[src/rtl/spi_txn_pkg.sv]
package spi_txn_pkg;

    localparam logic [7:0] IDLE_BYTE = 8'hFF;
    localparam logic [7:0] TERM_BYTE = 8'hA7;

    typedef enum logic [2:0] {
        ST_IDLE,
        ST_GAP,
        ST_CMD,
        ST_WAIT,
        ST_RSP
    } seq_state_e;

    typedef enum logic [2:0] {
        ERR_NONE     = 3'd0,
        ERR_TIMEOUT  = 3'd1,
        ERR_TERM     = 3'd2,
        ERR_OVERSIZE = 3'd3,
        ERR_BADTYPE  = 3'd4
    } seq_err_e;

    typedef enum logic [1:0] {
        K_ERRCODE,
        K_SHORT,
        K_PAYLOAD,
        K_INVALID
    } rsp_kind_e;

    // Kind of response frame, decided by its first byte.
    function automatic rsp_kind_e classify(input logic [7:0] b);
        if (b <= 8'h04)
            return K_ERRCODE;
        else if (b >= 8'h81 && b <= 8'hC1)
            return K_SHORT;
        else if (b == 8'hFD || b == 8'hFE)
            return K_PAYLOAD;
        else
            return K_INVALID;
    endfunction

    // Total frame size for the kinds whose size is fixed; 0 when a length byte decides.
    function automatic logic [7:0] fixed_total(input rsp_kind_e k);
        case (k)
            K_ERRCODE: return 8'd3;
            K_SHORT:   return 8'd2;
            default:   return 8'd0;
        endcase
    endfunction

endpackage

[src/rtl/spi_txn_bytebuf.sv]
module spi_txn_bytebuf #(
    parameter int DEPTH = 136,
    parameter int AW    = $clog2(DEPTH)
) (
    input  logic          clk,
    input  logic          we,
    input  logic [AW-1:0] waddr,
    input  logic [7:0]    wdata,
    input  logic [AW-1:0] raddr,
    output logic [7:0]    rdata
);

    logic [7:0] mem [DEPTH];

    always_ff @(posedge clk) begin
        if (we && (int'(waddr) < DEPTH))
            mem[waddr] <= wdata;
    end

    assign rdata = (int'(raddr) < DEPTH) ? mem[raddr] : 8'h00;

endmodule

[src/rtl/spi_txn_mstimer.sv]
module spi_txn_mstimer #(
    parameter int LIMIT = 300
) (
    input  logic clk,
    input  logic rst,
    input  logic clr,
    input  logic en,
    input  logic tick,
    output logic expired
);

    localparam int CW = $clog2(LIMIT + 1);

    logic [CW-1:0] cnt;

    always_ff @(posedge clk) begin
        if (rst || clr)
            cnt <= '0;
        else if (en && tick && (cnt != CW'(LIMIT)))
            cnt <= cnt + 1'b1;
    end

    assign expired = (cnt == CW'(LIMIT));

    // the count saturates and never passes its limit
    a_r8_count_bounded: assert property (@(posedge clk) disable iff (rst)
        int'(cnt) <= LIMIT);

    // a clear always restarts the interval
    a_r10_clear_restarts: assert property (@(posedge clk) disable iff (rst)
        clr |=> (cnt == '0));

endmodule

[src/rtl/spi_txn_rsp_eval.sv]
module spi_txn_rsp_eval
    import spi_txn_pkg::*;
#(
    parameter int LW          = 8,
    parameter int PAYLOAD_MAX = 133
) (
    input  logic [LW-1:0] idx,
    input  logic [LW-1:0] total,
    input  rsp_kind_e     kind,
    input  logic [7:0]    rx,
    output logic [LW-1:0] total_nxt,
    output logic          last,
    output logic          oversize
);

    logic len_byte;

    always_comb begin
        len_byte  = (idx == LW'(1)) && (kind == K_PAYLOAD);
        oversize  = len_byte && (int'(rx) > PAYLOAD_MAX);
        total_nxt = len_byte ? (LW'(rx) + LW'(3)) : total;
        last      = (LW'(idx + 1'b1) == total_nxt);
    end

endmodule

[src/rtl/spi_txn_seq.sv]
module spi_txn_seq
    import spi_txn_pkg::*;
#(
    parameter int FRAME_MAX   = 136,
    parameter int PAYLOAD_MAX = 133,
    parameter int TIMEOUT_MS  = 300,
    parameter int GAP_MS      = 1,
    parameter int AW          = $clog2(FRAME_MAX),
    parameter int LW          = $clog2(FRAME_MAX + 1)
) (
    input  logic          clk,
    input  logic          rst,
    input  logic          start,
    input  logic [LW-1:0] cmd_len,
    input  logic          cmd_we,
    input  logic [AW-1:0] cmd_waddr,
    input  logic [7:0]    cmd_wdata,
    input  logic          ms_tick,
    output logic          ss_n,
    output logic          xfer_go,
    output logic [7:0]    xfer_tx,
    input  logic          xfer_done,
    input  logic [7:0]    xfer_rx,
    input  logic [AW-1:0] rsp_raddr,
    output logic [7:0]    rsp_rdata,
    output logic [LW-1:0] rsp_len,
    output logic          done,
    output logic [2:0]    err,
    output logic          busy
);

    localparam int GAP_TICKS = GAP_MS + 1;

    seq_state_e    state;
    rsp_kind_e     kind_q;
    seq_err_e      err_q;
    logic [LW-1:0] idx, total_q, cmd_len_q, rsp_len_q;
    logic          pending, inflight, go_q, done_q, ss_q;
    logic [7:0]    tx_q;

    logic          begin_now, got_byte;
    logic          tmo_expired, gap_expired;
    logic [7:0]    cmd_rdata;
    logic          rsp_we;
    logic [AW-1:0] rsp_waddr;
    logic [LW-1:0] total_nxt;
    logic          rsp_last, rsp_oversize;
    rsp_kind_e     rx_kind;

    assign got_byte  = inflight && xfer_done;
    assign begin_now = (state == ST_IDLE) && (start || pending);
    assign rx_kind   = classify(xfer_rx);

    // Command storage, read at the current byte index.
    spi_txn_bytebuf #(.DEPTH(FRAME_MAX), .AW(AW)) u_cmd_buf (
        .clk   (clk),
        .we    (cmd_we),
        .waddr (cmd_waddr),
        .wdata (cmd_wdata),
        .raddr (AW'(idx)),
        .rdata (cmd_rdata)
    );

    // Response storage: written as bytes arrive, read by the host.
    always_comb begin
        rsp_we    = 1'b0;
        rsp_waddr = AW'(idx);
        if (got_byte && state == ST_WAIT && xfer_rx != IDLE_BYTE) begin
            rsp_we    = 1'b1;
            rsp_waddr = '0;
        end else if (got_byte && state == ST_RSP) begin
            rsp_we    = 1'b1;
        end
    end

    spi_txn_bytebuf #(.DEPTH(FRAME_MAX), .AW(AW)) u_rsp_buf (
        .clk   (clk),
        .we    (rsp_we),
        .waddr (rsp_waddr),
        .wdata (xfer_rx),
        .raddr (rsp_raddr),
        .rdata (rsp_rdata)
    );

    spi_txn_rsp_eval #(.LW(LW), .PAYLOAD_MAX(PAYLOAD_MAX)) u_eval (
        .idx       (idx),
        .total     (total_q),
        .kind      (kind_q),
        .rx        (xfer_rx),
        .total_nxt (total_nxt),
        .last      (rsp_last),
        .oversize  (rsp_oversize)
    );

    spi_txn_mstimer #(.LIMIT(TIMEOUT_MS)) u_wait_tmr (
        .clk     (clk),
        .rst     (rst),
        .clr     (state != ST_WAIT),
        .en      (state == ST_WAIT),
        .tick    (ms_tick),
        .expired (tmo_expired)
    );

    spi_txn_mstimer #(.LIMIT(GAP_TICKS)) u_gap_tmr (
        .clk     (clk),
        .rst     (rst),
        .clr     (state != ST_GAP),
        .en      (state == ST_GAP),
        .tick    (ms_tick),
        .expired (gap_expired)
    );

    always_ff @(posedge clk) begin
        if (rst) begin
            state     <= ST_IDLE;
            kind_q    <= K_INVALID;
            err_q     <= ERR_NONE;
            idx       <= '0;
            total_q   <= '0;
            cmd_len_q <= '0;
            rsp_len_q <= '0;
            pending   <= 1'b0;
            inflight  <= 1'b0;
            go_q      <= 1'b0;
            done_q    <= 1'b0;
            ss_q      <= 1'b1;
            tx_q      <= IDLE_BYTE;
        end else begin
            go_q    <= 1'b0;
            done_q  <= 1'b0;
            err_q   <= ERR_NONE;
            pending <= begin_now ? 1'b0 : (pending | start);
            if (got_byte)
                inflight <= 1'b0;

            case (state)
                ST_IDLE: begin
                    if (begin_now) begin
                        state     <= ST_CMD;
                        ss_q      <= 1'b0;
                        cmd_len_q <= cmd_len;
                        idx       <= '0;
                    end
                end

                ST_GAP: begin
                    if (gap_expired)
                        state <= ST_IDLE;
                end

                ST_CMD: begin
                    if (!inflight) begin
                        go_q     <= 1'b1;
                        tx_q     <= cmd_rdata;
                        inflight <= 1'b1;
                    end else if (xfer_done) begin
                        if (LW'(idx + 1'b1) >= cmd_len_q) begin
                            state <= ST_WAIT;
                            idx   <= '0;
                        end else begin
                            idx <= idx + 1'b1;
                        end
                    end
                end

                ST_WAIT: begin
                    if (got_byte && xfer_rx != IDLE_BYTE) begin
                        kind_q <= rx_kind;
                        if (rx_kind == K_INVALID) begin
                            state     <= ST_GAP;
                            ss_q      <= 1'b1;
                            done_q    <= 1'b1;
                            err_q     <= ERR_BADTYPE;
                            rsp_len_q <= LW'(1);
                        end else begin
                            state   <= ST_RSP;
                            idx     <= LW'(1);
                            total_q <= LW'(fixed_total(rx_kind));
                        end
                    end else if (tmo_expired && (got_byte || !inflight)) begin
                        state     <= ST_GAP;
                        ss_q      <= 1'b1;
                        done_q    <= 1'b1;
                        err_q     <= ERR_TIMEOUT;
                        rsp_len_q <= '0;
                    end else if (!inflight) begin
                        go_q     <= 1'b1;
                        tx_q     <= IDLE_BYTE;
                        inflight <= 1'b1;
                    end
                end

                ST_RSP: begin
                    if (!inflight) begin
                        go_q     <= 1'b1;
                        tx_q     <= IDLE_BYTE;
                        inflight <= 1'b1;
                    end else if (xfer_done) begin
                        if (rsp_oversize) begin
                            state     <= ST_GAP;
                            ss_q      <= 1'b1;
                            done_q    <= 1'b1;
                            err_q     <= ERR_OVERSIZE;
                            rsp_len_q <= LW'(2);
                        end else if (rsp_last) begin
                            state     <= ST_GAP;
                            ss_q      <= 1'b1;
                            done_q    <= 1'b1;
                            err_q     <= (xfer_rx == TERM_BYTE) ? ERR_NONE : ERR_TERM;
                            rsp_len_q <= LW'(idx + 1'b1);
                        end else begin
                            total_q <= total_nxt;
                            idx     <= idx + 1'b1;
                        end
                    end
                end

                default: state <= ST_IDLE;
            endcase
        end
    end

    assign ss_n    = ss_q;
    assign xfer_go = go_q;
    assign xfer_tx = tx_q;
    assign done    = done_q;
    assign err     = err_q;
    assign rsp_len = rsp_len_q;
    assign busy    = (state != ST_IDLE);

    // done lasts one cycle
    a_r9_done_single: assert property (@(posedge clk) disable iff (rst)
        done |=> !done);

    // slave select is already released when done is reported
    a_r9_release_with_done: assert property (@(posedge clk) disable iff (rst)
        done |-> ss_n);

    // the error code is only presented together with done
    a_r9_err_gated: assert property (@(posedge clk) disable iff (rst)
        !done |-> (err == 3'd0));

    // byte requests only happen inside an active select
    a_r2_go_in_select: assert property (@(posedge clk) disable iff (rst)
        xfer_go |-> !ss_n);

    // outside the command phase only the idle fill byte is sent
    a_r3_fill_byte: assert property (@(posedge clk) disable iff (rst)
        (xfer_go && state != ST_CMD) |-> (xfer_tx == IDLE_BYTE));

    // one byte request per exchange
    a_r4_single_request: assert property (@(posedge clk) disable iff (rst)
        xfer_go |=> !xfer_go);

    // a reported length never exceeds the largest frame
    a_r4_len_bounded: assert property (@(posedge clk) disable iff (rst)
        done |-> (int'(rsp_len) <= FRAME_MAX));

    // slave select stays high through the spacing gap
    a_r10_gap_released: assert property (@(posedge clk) disable iff (rst)
        (state == ST_GAP) |-> ss_n);

    // a held request starts a transaction once the engine is idle
    a_r11_pending_served: assert property (@(posedge clk) disable iff (rst)
        (state == ST_IDLE && pending) |=> !ss_n);

endmodule

[config.mk]
export PLATFORM = sky130hd
export DESIGN_NAME = spi_txn_seq
export DESIGN_NICKNAME = d
export VERILOG_FILES = /design/src/rtl/spi_txn_pkg.sv /design/src/rtl/spi_txn_bytebuf.sv /design/src/rtl/spi_txn_mstimer.sv /design/src/rtl/spi_txn_rsp_eval.sv /design/src/rtl/spi_txn_seq.sv
export SDC_FILE = /design/constraint.sdc
export NUM_CORES = 2
export LEC_CHECK = 0
export BUFFER_PORTS_ARGS = -buffer_cell sky130_fd_sc_hd__buf_2
export CAP_MARGIN = 25
export CORE_MARGIN = 2
export CORE_UTILIZATION = 60
export CTS_BUF_LIST = sky130_fd_sc_hd__clkbuf_8
export DETAILED_ROUTE_END_ITERATION = 6
export PLACE_DENSITY_LB_ADDON = 0.12
export SLEW_MARGIN = 20
export SYNTH_ARGS = -nofsm -noshare
export SYNTH_HDL_FRONTEND = slang
export SYNTH_HIERARCHICAL = 1
export SYNTH_SLANG_ARGS = --single-unit
[constraint.sdc]
create_clock -name clk -period 8.6 [get_ports clk]
set_input_delay 0.43 -clock clk [delete_from_list [all_inputs] [get_ports clk]]
set_output_delay 0.43 -clock clk [all_outputs]
set_load 0.05 [all_outputs]
======== Word-level counts from Yosys, hierarchy flattened ========
Memory sizes are Yosys's and may differ from the RTL's. A register that Yosys moved wholly into a read port is not among the register bits.
Index checks and enable logic that the tools add are counted.
storage, ports and cells
  register bits after elaboration ......... 64
  memory bits (writable) .................. 2176
  bits of input ports ..................... 46
  output and inout port bits .............. 31
  memories ................................ 2
operators by class
  add/sub/neg operators ................... 4
  $lt $le $gt $ge ......................... 9
  eq/ne operators ......................... 36
  multiplexer cells ....................... 95
  bitwise operators ....................... 1
  reduce and logical (&&, ||, !) cells .... 39
memory list
  name           words  bits a word  rd ports  clocked after memory_dff  wr ports  line                   source
  u_cmd_buf.mem  136    8            1         1                         1         spi_txn_bytebuf.sv:13  logic [7:0] mem [DEPTH];
  u_rsp_buf.mem  136    8            1         0                         1         spi_txn_bytebuf.sv:13
operators with widths
  kind                   number
  $mux W8                33
  $mux W3                14
  $lt A8 B8 Y1 const B   4
  $pmux W8 S2            2
  $pmux W8 S4            1
  $mux W1                30
  $ne A2 B2 Y1 const B   15
  $eq A8 B8 Y1 const B   3
  $pmux W8 S3            1
  $logic_and A1 B1 Y1    16
  $pmux W3 S5            1
  $mux W2                7
  $reduce_and A7 Y1      2
  $reduce_and A10 Y1     1
  $add A9 B1 Y9 const B  1
  $eq A9 B9 Y1 const B   1
  $ne A3 B3 Y1 const B   3
  $ne A9 B9 Y1 const B   1
  $reduce_and A9 Y1      1
  $reduce_bool A3 Y1     3
  $add A8 B1 Y8 const B  1
  $add A8 B2 Y8 const B  1
  $eq A8 B1 Y1 const B   1
  $eq A8 B8 Y1           1
  other kinds (29)       40

======== Longest topological paths before layout ========
  word-level depth ........................ 11
  mapped depth ............................ 14

======== Cells and area by module ========
Netlist, hierarchy kept.
modules (own cells, without submodules)
  module                        instances  cells an instance  area each (sq um)  sequential area each (sq um)
  spi_txn_bytebuf (u_cmd_buf)   1          1989               42550.8            32671.3
  spi_txn_bytebuf (u_rsp_buf)   1          1998               42355.6            32671.3
  spi_txn_seq                   1          325                2720.1             1061.0
  spi_txn_rsp_eval              1          82                 628.1              0.0
  spi_txn_mstimer (u_wait_tmr)  1          58                 490.5              180.2
  spi_txn_mstimer (u_gap_tmr)   1          11                 115.1              40.0

======== Worst setup path before layout ========
No wires, ideal clock.
  kind .................................... input -> output
  start point ............................. input rsp_raddr[0]
  end point ............................... output rsp_rdata[2]
  data arrival time ....................... 3000 ps
  required time ........................... 8170 ps
  path slack .............................. 5170 ps
  stages .................................. 12
  cells stage by stage .................... buf_6 buf_12 buf_6 buf_6 buf_6 mux2i_1 a221oi_1 o21ai_0 o21ai_0 a211oi_1 o22a_1 o21ai_0
between the ends
  cells in the longest elaborated chain, start to end .. 2
  elaborated cells on any way between the ends .. 3
  those cells by class .................... order compare (1); mux (1); memory (1)
RTL lines
  what                                                    line                   source
  from (decl)                                             spi_txn_seq.sv:24      input logic [AW-1:0] rsp_raddr,
  $mem_v2 Z136 W8 / $lt A8 B8 Y1 (equally long branches)  --
  $mux W8 *                                               spi_txn_bytebuf.sv:20  assign rdata = (int'(raddr) < DEPTH) ? mem[raddr] : 8'h00;
  to (decl)                                               spi_txn_seq.sv:25      output logic [7:0] rsp_rdata,
Every way passes the cells marked *; elsewhere a longest branch is shown, timed or not.

======== Worst setup path in the final report ========
  start point ............................. input rsp_raddr[1]
  end point ............................... output rsp_rdata[7]
The elaborated chain is that of the path after synthesis.

==> qor.yml <==
holdBufCountCts: 36
status: "completed"
areaGrowthSynthToFinish_pct: 10.1
cts_tree: "done"
syn_area_per_cell_um2: 19.9
clkLatencyLatePin_ns: 1.00
setup_slack_ns: 3.80
routed_wl_um: 227000
cpMostUsedCell: "nand2_1"
drt_iter0_drc: 6003
rows: 141
finalClockSkew_ns: 0.0326
place_ws_ns: 3.77
ctsHtreeMaxLevel: 5
drtPass1Iterations: 6
cts_root_buf: "clkbuf_8"
grt-ovfl-total: 0
startpoint: "rsp_raddr[1]"
place_hpwl_um: 138000
clock.fmax_ghz: 0.208
fin_nets: 4851
power_leakage_nw: 30.5
ant_nets: 0
fillCellCount: 9698
slew_headroom_pct: 18.7
required_ns: 8.17
synthFlopType: "edfxtp_1"
period_minus_slack_ns: 4.80
post-cts-setup-buffers: 0
place.gp.congestion: 0.929
vias: 46700
postSynthCellCount: 4463
cp-end-kind: "output port"
portBuffers: 76
clk_pin_slew_ns: 0.06
fin_setup_tns_ns: 0
syn_nets: 4525
timing.final.crit_share_pct: 55.8
cp_cell_sequence: "buf_8 > buf_4 > nand2_1 > o21ai_0 > a21oi_1 > o32ai_1 > o2111ai_1 > nand2_1 > a32oi_1 > buf_2"
core_um2: 147000
io-pin-count: 77
hold_viol: 0
yosys_warnings: 6
synth_edf_count: 2176
worstMarginPinSlew_ns: 1.22
grt_pass1_wl_um: 324000
clock-sinks: 2240
maxSlewViolCount: 0
powerDensity_nw_per_um2: 233
crit_arrival_ns: 4.37
die_height_um: 389
cap_violations: 0
cts_resized: 0
start_util_pct: 60.3
rsz0062_at_grt: "false"
min_from: "xfer_rx[5]"
whs_ns: 0.0411
finalPower_mw: 22.8
clk_path_buf_depth: 4
drive_above_1_share_pct: 23.2
route.detailed.drc: 0
cp_slowest_cell: "buf_4"
max_stage_delay_ns: 0.78
r2r_start: "idx[0]$_SDFFE_PP0P_"
grt_max_degree: 126
track_usage_pct: 30.1
vias_per_cell: 6.68
synth.cell_area_um2: 88900
cp-start-kind: "input pin"
ir_drop_v: 0.000176
synthArstFlopShare_pct: 0
setup_violations: 0
finish.utilization_pct: 66.4
path_max_fanout: 88
yosysSeqAreaShare_pct: 75.0
die_area_um2: 151000
yosysUniqueCellTypes: 91
critPathKind: "in2out"
routedWlPerCell_um: 32.4
ys_ff_latch: 2240
cts_buffers: 362
die_x_um: 389
grt_antenna_before_repair: 6
hold_class: "in2reg"
grt_pass1_vias: 45900
-- worst max-delay path, delay by kind of cell --
kind            cells  cell delay (ns)
compound gates      5             1.58
buf+inv             3             1.55
simple gates        2             0.65
-- cells by family (layout without fill, tap and decap cells) --
group | Yosys count | in the layout | synth area share [%]
flip-flops | 2240 | 2240 | 75.0
AND/OR/NAND/NOR | 798 | 798 | 4.20
multiplexers | 690 | 690 | 15.1
AO/OA/AOI/OAI | 443 | 443 | 3.54
buffers and inverters | 257 | 850 | 1.75
XOR/XNOR | 19 | 19 | 0.187
adder cells (fa/ha/maj) | 16 | 16 | 0.225
other | 0 | 3 | 0
-- cell type report --
class / instances / area, um2 / area share, %
diodes: 3 / 7.51 / 0.00767
clock inverters: 254 / 1200 / 1.22
multi-input cells: 1966 / 20700 / 21.2
repair buffers: 185 / 1530 / 1.57
flip-flops and latches: 2240 / 66600 / 68.1
inverters: 34 / 128 / 0.130
clock buffers: 377 / 5190 / 5.30
well taps: 1930 / 2410 / 2.47
-- placed cells by master, fill, tap and decap left out, types with 7 or more instances in the layout --
cell,netlist,layout
o21a_1,7,7
nand3_1,76,76
and2_1,19,19
o21ai_1,15,15
a211oi_1,24,24
xor2_1,10,10
o22ai_1,33,33
inv_1,30,134
nor3_1,31,31
a31oi_1,19,19
a22oi_1,73,73
mux2_2,14,14
or3_1,10,10
dlygate4sd3_1,0,36
a21oi_1,71,71
buf_2,62,57
buf_4,31,75
a221oi_1,28,28
a22o_1,28,28
nand2b_1,27,27
xnor2_1,9,9
edfxtp_1,2176,2176
clkbuf_8,0,377
o211ai_1,10,10
mux4_2,520,520
buf_12,5,9
clkinv_2,0,39
or2_2,11,11
ha_1,16,16
mux2i_1,155,155
o221ai_1,11,11
dfxtp_1,64,59
clkinv_1,3,99
o21ai_0,59,59
nor2b_1,49,49
nand4_1,20,20
nand2_1,131,131
nor2_1,370,368
-- cell usage after synthesis, types with 14 or more instances --
cell type | instances | area [um2]
mux2i_1 | 155 | 1550
buf_6 | 36 | 405
o22ai_1 | 33 | 206
nand3_1 | 76 | 380
a21oi_1 | 71 | 355
nand4_1 | 20 | 125
nor2b_1 | 49 | 307
o21ai_1 | 15 | 75.1
a22oi_1 | 73 | 548
nor3_1 | 31 | 155
ha_1 | 16 | 200
buf_2 | 62 | 310
edfxtp_1 | 2176 | 65300
nand2b_1 | 27 | 169
a31oi_1 | 19 | 119
mux4_2 | 520 | 11700
a22o_1 | 28 | 245
buf_4 | 31 | 233
mux2_2 | 14 | 158
nand2_1 | 131 | 492
nor2_1 | 370 | 1390
a211oi_1 | 24 | 180
a221oi_1 | 28 | 245
inv_1 | 30 | 113
dfxtp_1 | 64 | 1280
o21ai_0 | 59 | 295
clkbuf_1 | 72 | 270
and2_1 | 19 | 119
-- final timing paths --
path / end / slack [ns] / cells past startpoint
setup / recovery: rsp_rdata[7] / 3.80 / 10
hold reg to reg: rsp_len[3]$_SDFFE_PP0P_ / 0.46 / 2
hold / removal: u_rsp_buf/mem[49][5]$_DFFE_PP_ / 0.04 / 1
setup reg to reg: rsp_len[4]$_SDFFE_PP0P_ / 4.09 / 12
-- per-layer routing --
layer  track usage (%)  vias up  part of all wire [%]
met5                 0        -                 0.010
met4              13.8        4                   4.8
met3              5.59      528                   8.9
met2              47.5     2744                    48
met1              41.6    24300                    38
li1                  -    19100                     -
-- sequential cells by signal (all words and copies together), names as in the netlist, 3 cells and up --
register and flops:
u_cmd_buf/mem 1088, idx 8, state 3, u_rsp_buf/mem 1088
u_wait_tmr/cnt 9, cmd_len_q 8, xfer_tx 8, total_q 8
rsp_len 8, err 3
-- power by group --
group	total [mW]	internal, mW	leakage [nW]	switching [mW]
registers	12.1	12.0	20.1	0.0951
logic	2.42	1.02	6.73	1.40
clock network	8.24	4.22	3.67	4.02
-- per-stage QoR --
step	instance area, um2	instances
final	97800	6989
after detailed placement	91000	6315
after global placement	90900	6312
after global routing	97800	6987
after floorplan	88900	4463
after CTS	97700	6982
Power figures use the tool's default switching activity.
